<file path="src/rtl/xdr_pkg.sv">
package xdr_pkg;
    localparam int CH_N   = 4;
    localparam int CH_W   = 2;
    localparam int MODE_W = 2;
    localparam int SIZE_W = 3;
    localparam int WORD_W = CH_W + MODE_W + SIZE_W;
    localparam logic [SIZE_W-1:0] SIZE_BAD_A = 3'b101;
    localparam logic [SIZE_W-1:0] SIZE_BAD_B = 3'b110;

    typedef enum logic [1:0] {
        ST_RUN    = 2'd0,
        ST_HALT   = 2'd1,
        ST_FROZEN = 2'd2
    } dec_state_e;

    typedef struct packed {
        logic [SIZE_W-1:0] size;
        logic [MODE_W-1:0] mode;
        logic [CH_W-1:0]   chan;
    } req_word_t;
endpackage

</file>
<file path="src/rtl/xdr_field_decode.sv">
module xdr_field_decode
    import xdr_pkg::*;
(
    input  req_word_t         word_i,
    output logic [CH_W-1:0]   chan_o,
    output logic              is_ch0_o,
    output logic              mode_bad_o,
    output logic              size_bad_o
);
    always_comb begin
        chan_o     = word_i.chan;
        is_ch0_o   = (word_i.chan == '0);
        mode_bad_o = is_ch0_o && (word_i.mode != '0);
        size_bad_o = is_ch0_o && ((word_i.size == SIZE_BAD_A) || (word_i.size == SIZE_BAD_B));
    end
endmodule

</file>
<file path="src/rtl/xdr_ch2_queue.sv">
module xdr_ch2_queue #(
    parameter int DEPTH = 4
) (
    input  logic clk,
    input  logic rst,
    input  logic push_i,
    input  logic pop_i,
    output logic accept_o,
    output logic full_o
);
    localparam int CNT_W = $clog2(DEPTH + 1);
    localparam logic [CNT_W-1:0] CNT_MAX = CNT_W'(DEPTH);

    logic [CNT_W-1:0] cnt_q;
    logic             pop_ok;

    assign pop_ok   = pop_i && (cnt_q != '0);
    assign full_o   = (cnt_q == CNT_MAX);
    assign accept_o = push_i && (!full_o || pop_ok);

    always_ff @(posedge clk) begin
        if (rst) begin
            cnt_q <= '0;
        end else begin
            unique case ({accept_o, pop_ok})
                2'b10:   cnt_q <= cnt_q + 1'b1;
                2'b01:   cnt_q <= cnt_q - 1'b1;
                default: cnt_q <= cnt_q;
            endcase
        end
    end

    AST_QUEUE_BOUND: assert property (@(posedge clk) disable iff (rst)
        cnt_q <= CNT_MAX);
    AST_FULL_NO_GROW: assert property (@(posedge clk) disable iff (rst)
        (full_o && !pop_i) |=> (full_o && $stable(cnt_q)));
endmodule

</file>
<file path="src/rtl/xdr_sticky_flag.sv">
module xdr_sticky_flag (
    input  logic clk,
    input  logic rst,
    input  logic set_i,
    input  logic rd_i,
    input  logic wr_i,
    input  logic wdata_i,
    output logic flag_o,
    output logic clr_evt_o
);
    logic armed_q;

    assign clr_evt_o = wr_i && armed_q && !wdata_i && flag_o;

    always_ff @(posedge clk) begin
        if (rst) begin
            flag_o  <= 1'b0;
            armed_q <= 1'b0;
        end else begin
            if (set_i)
                flag_o <= 1'b1;
            else if (clr_evt_o)
                flag_o <= 1'b0;
            if (wr_i)
                armed_q <= 1'b0;
            else if (rd_i && flag_o)
                armed_q <= 1'b1;
        end
    end

    AST_FLAG_STICKY: assert property (@(posedge clk) disable iff (rst)
        (flag_o && !clr_evt_o) |=> flag_o);
    AST_CLEAR_NEEDS_READ: assert property (@(posedge clk) disable iff (rst)
        (flag_o && wr_i && !armed_q) |=> flag_o);
endmodule

</file>
<file path="src/rtl/ext_dma_req_dec.sv">
module ext_dma_req_dec
    import xdr_pkg::*;
#(
    parameter int QDEPTH = 4
) (
    input  logic              clk,
    input  logic              rst,
    input  logic              req_strobe,
    input  logic              word_valid,
    input  logic [WORD_W-1:0] req_word,
    input  logic              direct_line,
    input  logic              ch2_pop,
    input  logic              ch0_done,
    input  logic              reg_rd,
    input  logic              reg_wr,
    input  logic              reg_sel,
    input  logic              reg_wdata,
    output logic              reg_rdata,
    output logic [CH_N-1:0]   ch_req,
    output logic              q_full,
    output logic              bus_avail
);
    localparam logic [CH_W-1:0] DIRECT_CH = CH_W'(2);

    dec_state_e        state_q, state_n;
    logic [CH_W-1:0]   last_q, last_n;
    logic              last_valid_q, last_valid_n;
    logic [CH_N-1:0]   ch_req_n;

    logic [CH_W-1:0]   w_chan;
    logic              w_is_ch0, w_mode_bad, w_size_bad;
    logic              ae_flag, ae_clr, te_flag, te_clr;
    logic              q_accept;
    logic              running, direct_req, word_req, bare_req;
    logic              bad_mode_evt, cand0, freeze_evt;
    logic              fwd_ch2, fwd_word, fwd_bare;

    xdr_field_decode u_decode (
        .word_i     (req_word_t'(req_word)),
        .chan_o     (w_chan),
        .is_ch0_o   (w_is_ch0),
        .mode_bad_o (w_mode_bad),
        .size_bad_o (w_size_bad)
    );

    xdr_ch2_queue #(.DEPTH(QDEPTH)) u_queue (
        .clk      (clk),
        .rst      (rst),
        .push_i   (direct_req),
        .pop_i    (ch2_pop),
        .accept_o (q_accept),
        .full_o   (q_full)
    );

    xdr_sticky_flag u_ae_flag (
        .clk       (clk),
        .rst       (rst),
        .set_i     (bad_mode_evt),
        .rd_i      (reg_rd && !reg_sel),
        .wr_i      (reg_wr && !reg_sel),
        .wdata_i   (reg_wdata),
        .flag_o    (ae_flag),
        .clr_evt_o (ae_clr)
    );

    xdr_sticky_flag u_te_flag (
        .clk       (clk),
        .rst       (rst),
        .set_i     (ch0_done),
        .rd_i      (reg_rd && reg_sel),
        .wr_i      (reg_wr && reg_sel),
        .wdata_i   (reg_wdata),
        .flag_o    (te_flag),
        .clr_evt_o (te_clr)
    );

    assign reg_rdata = reg_sel ? te_flag : ae_flag;
    assign bus_avail = 1'b0;
    assign ch_req_n  = '0 | ch_req_n_calc();

    // request classification
    always_comb begin
        running      = (state_q == ST_RUN);
        direct_req   = running && req_strobe && direct_line;
        word_req     = running && req_strobe && !direct_line && word_valid;
        bare_req     = running && req_strobe && !direct_line && !word_valid;
        bad_mode_evt = word_req && w_mode_bad;
        cand0        = (word_req && w_is_ch0 && !w_mode_bad && !w_size_bad)
                     || (bare_req && last_valid_q && (last_q == '0));
        freeze_evt   = cand0 && te_flag;
        fwd_ch2      = q_accept;
        fwd_word     = word_req && !w_mode_bad && !w_size_bad && !(w_is_ch0 && te_flag);
        fwd_bare     = bare_req && last_valid_q && !((last_q == '0) && te_flag);
    end

    function automatic logic [CH_N-1:0] ch_req_n_calc();
        logic [CH_N-1:0] v;
        v = '0;
        if (fwd_ch2)
            v[DIRECT_CH] = 1'b1;
        else if (fwd_word)
            v[w_chan] = 1'b1;
        else if (fwd_bare)
            v[last_q] = 1'b1;
        return v;
    endfunction

    // next state
    always_comb begin
        state_n = state_q;
        unique case (state_q)
            ST_RUN: begin
                if (bad_mode_evt)
                    state_n = ST_HALT;
                else if (freeze_evt)
                    state_n = ST_FROZEN;
            end
            ST_HALT: begin
                if (ae_clr)
                    state_n = ST_RUN;
            end
            ST_FROZEN: begin
                if (te_clr)
                    state_n = ST_RUN;
            end
            default: state_n = ST_RUN;
        endcase
    end

    // outputs and last-channel tracking
    always_comb begin
        last_n       = last_q;
        last_valid_n = last_valid_q;
        if (fwd_ch2) begin
            last_n       = DIRECT_CH;
            last_valid_n = 1'b1;
        end else if (fwd_word) begin
            last_n       = w_chan;
            last_valid_n = 1'b1;
        end
    end

    always_ff @(posedge clk) begin
        if (rst) begin
            state_q      <= ST_RUN;
            last_q       <= '0;
            last_valid_q <= 1'b0;
            ch_req       <= '0;
        end else begin
            state_q      <= state_n;
            last_q       <= last_n;
            last_valid_q <= last_valid_n;
            ch_req       <= ch_req_n;
        end
    end

    AST_REQ_ONEHOT: assert property (@(posedge clk) disable iff (rst)
        $onehot0(ch_req));
    AST_HALT_SILENT: assert property (@(posedge clk) disable iff (rst)
        (state_q != ST_RUN) |=> (ch_req == '0));
    AST_BAD_MODE_HALTS: assert property (@(posedge clk) disable iff (rst)
        bad_mode_evt |=> (state_q == ST_HALT));
    AST_FIRST_BARE_DROP: assert property (@(posedge clk) disable iff (rst)
        (req_strobe && !direct_line && !word_valid && !last_valid_q) |=> (ch_req == '0));
    AST_FREEZE_ENTRY: assert property (@(posedge clk) disable iff (rst)
        freeze_evt |=> (state_q == ST_FROZEN && ch_req == '0));
    AST_NO_BUS_AVAIL: assert property (@(posedge clk) disable iff (rst)
        req_strobe |=> !bus_avail);
endmodule

</file>
<file path="config.mk">
export PLATFORM = sky130hd
export DESIGN_NAME = ext_dma_req_dec
export DESIGN_NICKNAME = d
export VERILOG_FILES = /design/src/rtl/xdr_pkg.sv /design/src/rtl/xdr_field_decode.sv /design/src/rtl/xdr_ch2_queue.sv /design/src/rtl/xdr_sticky_flag.sv /design/src/rtl/ext_dma_req_dec.sv
export SDC_FILE = /design/constraint.sdc
export NUM_CORES = 1
export LEC_CHECK = 0
export ABC_CLOCK_PERIOD_IN_PS = 4150
export BUFFER_PORTS_ARGS = -buffer_cell sky130_fd_sc_hd__buf_4
export CAP_MARGIN = 40
export CORE_UTILIZATION = 53
export DETAILED_ROUTE_END_ITERATION = 6
export PLACE_DENSITY = 0.88
export RECOVER_POWER = 25
export REMOVE_ABC_BUFFERS = 1
export SLEW_MARGIN = 20
export SYNTH_ARGS = -nofsm -noshare
export SYNTH_HDL_FRONTEND = slang
export SYNTH_SLANG_ARGS = --single-unit
</file>
<file path="constraint.sdc">
create_clock -name clk -period 4.15 [get_ports clk]
set_input_delay 0.415 -clock clk [delete_from_list [all_inputs] [get_ports clk]]
set_output_delay 0.415 -clock clk [all_outputs]
set_load 0.05 [all_outputs]
</file>
==> results.md, run 1 <==
- Crit Path Class: reg -> reg
- CTS clk-pin slew, worst paths: 0.10 ns
- Worst skew pair latency: 0.30 ns
- Core ar.: 1520 um^2
- Maximum fanout along the worst path: 7
- WL final: 1860 um
- DR WL/cell: 13.4 um
- Via density: 5.96
- Syn Area/Cell: 8.80 um^2
- # placed instances: 134
- Initial Utilization: 57.1%
- Slew Viols, Final: 0
- Share of cells above drive strength 1: 25.4%
- Initial antenna violation count: 0
- H-tree levels: 1
- Delay-heaviest family, CP: simple AND/OR/NAND/NOR gates
- Req. time, crit path: 4.34 ns
- Clock buffer depth: 2
- Num rows: 14
- Slowest Stage Delay on Critical Path: 0.44 ns
- Setup bufs post-CTS: 0
- Area of the multi-input gates: 509 um^2
- Grt ovf: 0
- GP Congestion: 0.871
- I/O pin count: 25
- Maximum number of pins on one net before global-route repair: 16
- Cell chain of the critical path: nand4bb_4 -> nand3_1 -> fa_1 -> or3_1 -> a32oi_1 -> a21oi_1
- Max cap viols: 0
- Peak VDD IR: 0.245 mV
- Setup slack after layout: 2.14 ns
- Final cell count without fillers: 138
- Leakage: 0.429 nW
- CP arrival: 2.20 ns
- Final core utilization: 70.2%
- Sequential area share after synthesis: 36.8%
- Total number of vias: 822
- Top_reg_cell synth: dfxtp_1
- CP Capture Type: flip-flop
- Min Tclk post-route: 2.01 ns
- Hold_buf cts: 0
- Mapped cell area: 871 um^2
- Die width: 42.5 um
- IO buf count: 23
- TritonCTS clock tree: built
- Syn. warnings: 0
- Vias in the first global route: 740
- Nets@finish: 142
- GRT Resource Usage Total: 23.6%
- Clock Sinks: 16
- Total CTS buffers: 3
- Sequential Area: 320 um^2
- Seq cells post-synth: 16
- Post-synth EDFFs: 0
- Dpl hpwl: 1430 um
- FILL cells: 139
- DRC: 0
- CP Buf/Inv Count: 0
- Actual slew at the worst max-slew pin: 0.590 ns
- RSZ-0062 raised after global routing: no
- Final setup TNS: 0 ns
- Pwr dens: 413 nW/um^2
- Slew headroom: 60.8%
- Initial DRC count: 21
- Final Power: 0.000442 W
- First-pass GRT wire length: 3130 um
- Synthesized instance count: 99
- Antenna cells: 0
- Clock Skew: 0.00500 ns
- Final Hold Fails: 0
- Crit-path slowest cell: fa_1
- Yosys cell types: 34
- Drt pass-1 iters: 4
- Die area: 1810 um^2
- Antenna viol nets, final: 0
- Startpoint types: flip-flop
- Setup violations, final: 0
- FMAX: 497 MHz
- Status: finished, final reports clean
- Layout area overhead: 22.8%
- Clock root buffer master: clkbuf_4
- Place WS: 2.07 ns
- Die H: 42.5 um
- Fin crit share: 48.5%
- Post-CTS sizing: 0
- Post-synth ARST share: 0%
- HP Class: in -> reg
## report_power, final
part / switching, W / leakage (nW) / internal, W
registers: 0.0000133 / 0.130 / 0.000168
logic: 0.0000844 / 0.278 / 0.0000697
clock network: 0.0000528 / 0.0210 / 0.0000535
## synth_stat cells, types with 3 or more instances
| cell | n | area share, % |
|---|---|---|
| inv_1 | 5 | 2.2 |
| a21oi_1 | 10 | 5.7 |
| a31oi_1 | 3 | 2.2 |
| dfxtp_1 | 16 | 37 |
| nor2_1 | 11 | 4.7 |
| nand3b_1 | 3 | 2.6 |
| nand3_1 | 6 | 3.4 |
| nor2b_1 | 3 | 2.2 |
| a32oi_1 | 3 | 3.0 |
## worst register-to-register path, stage by stage, from the launching register on
cell and delay [ns]:
dfxtp_1 0.40, nand4bb_4 0.21, nand3_1 0.14, fa_1 0.44
or3_1 0.41, a32oi_1 0.20, a21oi_1 0.10
## cells in the final DEF, fill, tap and decap left out, types with 3 or more instances in the layout
cell,synthesis,layout
nand3b_1,3,3
a21oi_1,10,10
dfxtp_1,16,16
a31oi_1,3,3
inv_1,5,5
nor2b_1,3,3
nand3_1,6,6
buf_4,2,20
a32oi_1,3,3
nor2_1,11,11
clkbuf_4,0,4
## state kept, by name (all words and copies together), names as in the netlist
name,flops
ch_req,4
u_queue.cnt_q,3
last_q,2
state_q,2
last_valid_q,1
u_ae_flag.armed_q,1
u_ae_flag.flag_o,1
u_te_flag.armed_q,1
u_te_flag.flag_o,1
## final timing paths
path	from	endpoint	slack [ns]	cells after the start
setup / recovery	state_q[1]	u_queue.cnt_q[2]	2.14	6
hold / removal	reg_wr	u_te_flag.armed_q	0.31	2
setup reg to reg	state_q[1]	u_queue.cnt_q[2]	2.14	6
hold reg to reg	u_ae_flag.flag_o	u_ae_flag.flag_o	0.49	2
## cell type report
cell class / count / share of cell area [%]
inverter: 5 / 1.75
multi-input combinational: 74 / 47.6
timing repair buffer: 23 / 15.4
sequential: 16 / 29.9
tap: 16 / 1.87
clock buffer: 4 / 3.39
## layer usage
metal  vias up  track usage [%]  routed length (um)
met2        31             36.0                 856
met3         6             6.90                 105
li1        416                -                   -
met4         0             12.5                  36
met1       369             29.8                 858
met5         -                0                   0
## stage by stage
step / hold slack [ns] / instance area [um^2]
finish: 0.306 / 1070
global placement: 0.443 / 1040
CTS: 0.306 / 1080
floorplan: 0.426 / 848
global route: 0.294 / 1070
detailed placement: 0.452 / 1040
## cell families after synthesis
family,share of synthesized area (%)
AND/OR/NAND/NOR,29.6
AO/OA/AOI/OAI,21.7
flip-flops,36.8
buffers and inverters,4.74
multiplexers,3.45
adder cells (fa/ha/maj),2.30
other,0.431
XOR/XNOR,1.01
Note: power is estimated with default switching activity, not from simulation.
==> inputs of run 2 (changes only) <==
ABC_CLOCK_PERIOD_IN_PS = 1900   (was 4150)
CORE_UTILIZATION = 49   (was 53)
PLACE_DENSITY = 0.83   (was 0.88)
clock period = 1.9 ns   (was 4.15 ns; I/O delays follow)
==> run 2 against run 1 <==
Net effect:
- the flow now finishes with violations (design-rule violations)
- critical path depth unchanged
- setup slack got worse by 2.1 ns
- core utilization decreased by 0.59 points
- global-route usage decreased by 4.5 points
- largest power group unchanged
- critical endpoint unchanged
- wire length decreased by 12%
- first-iteration DRC count decreased by 14%
- sequential cell count unchanged
- clock power increased by 110%
==> results.md, run 2 (synthesized netlist as in run 1, its figures left out) <==
- Most common cell after layout, fill and taps aside: buf_4
- Final core utilization: 69.6% (-0.59 points)
- # placed instances: 136 (+1.5%)
- GP Congestion: 0.843 (-3.2%)
- Startpoint types: flip-flop
- Die H: 44.2 um (+3.8%)
- FMAX: 549 MHz (+11%)
- Nets@finish: 144 (+1.4%)
- Max reg flops: 4 (unchanged)
- Most frequent cells in the layout: buf_4 (23), dfxtp_1 (12), nor2_1 (11)
- Total number of vias: 810 (-1.5%)
- CP Capture Type: flip-flop
- Reg with most FFs: ch_req
- CTS clk-pin slew, worst paths: 0.09 ns (about the same)
- Sequential Area: 325 um^2 (+1.6%)
- Dpl hpwl: 1260 um (-12%)
- Hold path cells: 2 (unchanged)
- FF-to-FF Start: state_q[1]
- Status: finished with violations
- Final Hold Fails: 0 (unchanged)
- CP arrival: 1.99 ns (-0.21 ns)
- Max cap viols: 0 (unchanged)
- Via density: 5.79 (-2.9%)
- Final cell count without fillers: 140 (+1.4%)
- Regs by FF count: ch_req (4), u_queue.cnt_q (3)
- Slew headroom: 60.9% (+0.098 points)
- Crit Reg-Reg Endpoint: u_queue.cnt_q[2]
- Worst R2R Setup Slack: 0.08 ns (-2.06 ns)
- Antenna cells: 0 (unchanged)
- Peak VDD IR: 0.485 mV (+98%)
- Hold Path End: u_te_flag.armed_q
- Worst skew pair latency: 0.28 ns (-0.02 ns)
- Layout area overhead: 26.0%
- Req. time, crit path: 2.07 ns (-2.27 ns)
- Area of the multi-input gates: 517 um^2 (+1.5%)
- Final Power: 0.000947 W (+110%)
- WL final: 1630 um (-12%)
- Initial Utilization: 55.2% (-1.9 points)
- DR WL/cell: 11.7 um (-13%)
- First-pass GRT wire length: 2750 um (-12%)
- Setup bufs post-CTS: 0 (unchanged)
- IO buf count: 23 (unchanged)
- Core ar.: 1580 um^2 (+3.4%)
- Hold_buf cts: 0 (unchanged)
- R2R depth: 6 (unchanged)
- Die area: 1950 um^2 (+7.8%)
- Drt pass-1 iters: 6 (+2)
- HP Class: in -> reg
- Slew Viols, Final: 0 (unchanged)
- Failing checks: design-rule violations
- Cell chain of the critical path: nand4bb_4 -> nand3_1 -> fa_2 -> or3_4 -> a32oi_1 -> a21oi_1
- Final setup TNS: 0 ns (unchanged)
- Clock Skew: 0.00151 ns (-0.00350 ns)
- FILL cells: 142 (+2.2%)
- Fin crit share: 95.9% (+47 points)
- I/O pin count: 25 (unchanged)
- Worst Min Path Start: reg_wr
- Initial antenna violation count: 0 (unchanged)
- Clock buffer depth: 2 (unchanged)
- Total CTS buffers: 3 (unchanged)
- Num rows: 14 (unchanged)
- DRC: 1 (+1)
- Maximum number of pins on one net before global-route repair: 16 (unchanged)
- Crit Path Class: reg -> reg
- Crit-path slowest cell: or3_4
- TritonCTS clock tree: built
- Worst hold margin: 0.100 ns (-0.206 ns)
- Slowest Stage Delay on Critical Path: 0.40 ns (-0.04 ns)
- Post-CTS sizing: 0 (unchanged)
- Clock Sinks: 16 (unchanged)
- Actual slew at the worst max-slew pin: 0.588 ns (-0.00147 ns)
- Die width: 44.2 um (+3.8%)
- GRT Resource Usage Total: 19.1% (-4.5 points)
- Share of cells above drive strength 1: 31.5% (+6.0 points)
- Clock root buffer master: clkbuf_4
- Antenna viol nets, final: 0 (unchanged)
- Initial DRC count: 18 (-14%)
- Maximum fanout along the worst path: 4 (-3)
- Grt ovf: 0 (unchanged)
- Pwr dens: 863 nW/um^2 (+110%)
- H-tree levels: 1 (unchanged)
- Leakage: 0.442 nW (+3.0%)
- Min Tclk post-route: 1.82 ns (-0.192 ns)
- Vias in the first global route: 659 (-11%)
- Setup violations, final: 0 (unchanged)
==> run 2: layout make-up <==
type                       count  area share [%]
clock buffer                   4            3.31
inverter                       5            1.71
multi-input combinational     74            47.1
sequential                    16            29.6
tap                           16            1.82
timing repair buffer          25            16.4
==> run 2: worst max-delay path: cells and delay by family (launching register included) <==
kind | cells | cell delay (ns)
fa+ha+maj | 1 | 0.37
flops | 1 | 0.36
simple gates | 3 | 0.67
compound gates | 2 | 0.31
==> run 2: how the worst max path moves through the flow <==
stage	startpoint	end	slack [ns]	cells after the start
after CTS	state_q[1]	u_queue.cnt_q[2]	0.006	6
after global routing	state_q[1]	u_queue.cnt_q[2]	-0.003	6
after global placement	state_q[1]	u_queue.cnt_q[2]	0.11	6
after floorplan	state_q[1]	u_queue.cnt_q[2]	0.07	6
final	state_q[1]	u_queue.cnt_q[2]	0.08	6
after detailed placement	state_q[1]	u_queue.cnt_q[2]	0.02	6
==> run 2: per-stage QoR <==
stage	setup slack, ns	area [um^2]
4_1_cts	0.00634	1090
5_1_grt	-0.00339	1100
3_3_place_gp	0.113	1060
3_5_place_dp	0.0190	1060
6_report	0.0783	1100
2_1_floorplan	0.0654	848
==> run 2: per-layer routing <==
metal,vias to the layer above,wire length [um],share of wire (%),GRT usage [%]
met5,-,0,0,0
met4,0,32,2.0,9.09
met3,5,113,6.9,3.67
met2,39,724,44,28.5
met1,350,763,47,26.5
li1,416,-,-,-
==> run 2: power by group <==
part | internal (W) | total, W | leakage (nW) | switching [W]
registers | 0.000371 | 0.000398 | 0.132 | 0.0000272
logic | 0.000159 | 0.000329 | 0.289 | 0.000170
clock network | 0.000116 | 0.000220 | 0.0210 | 0.000103
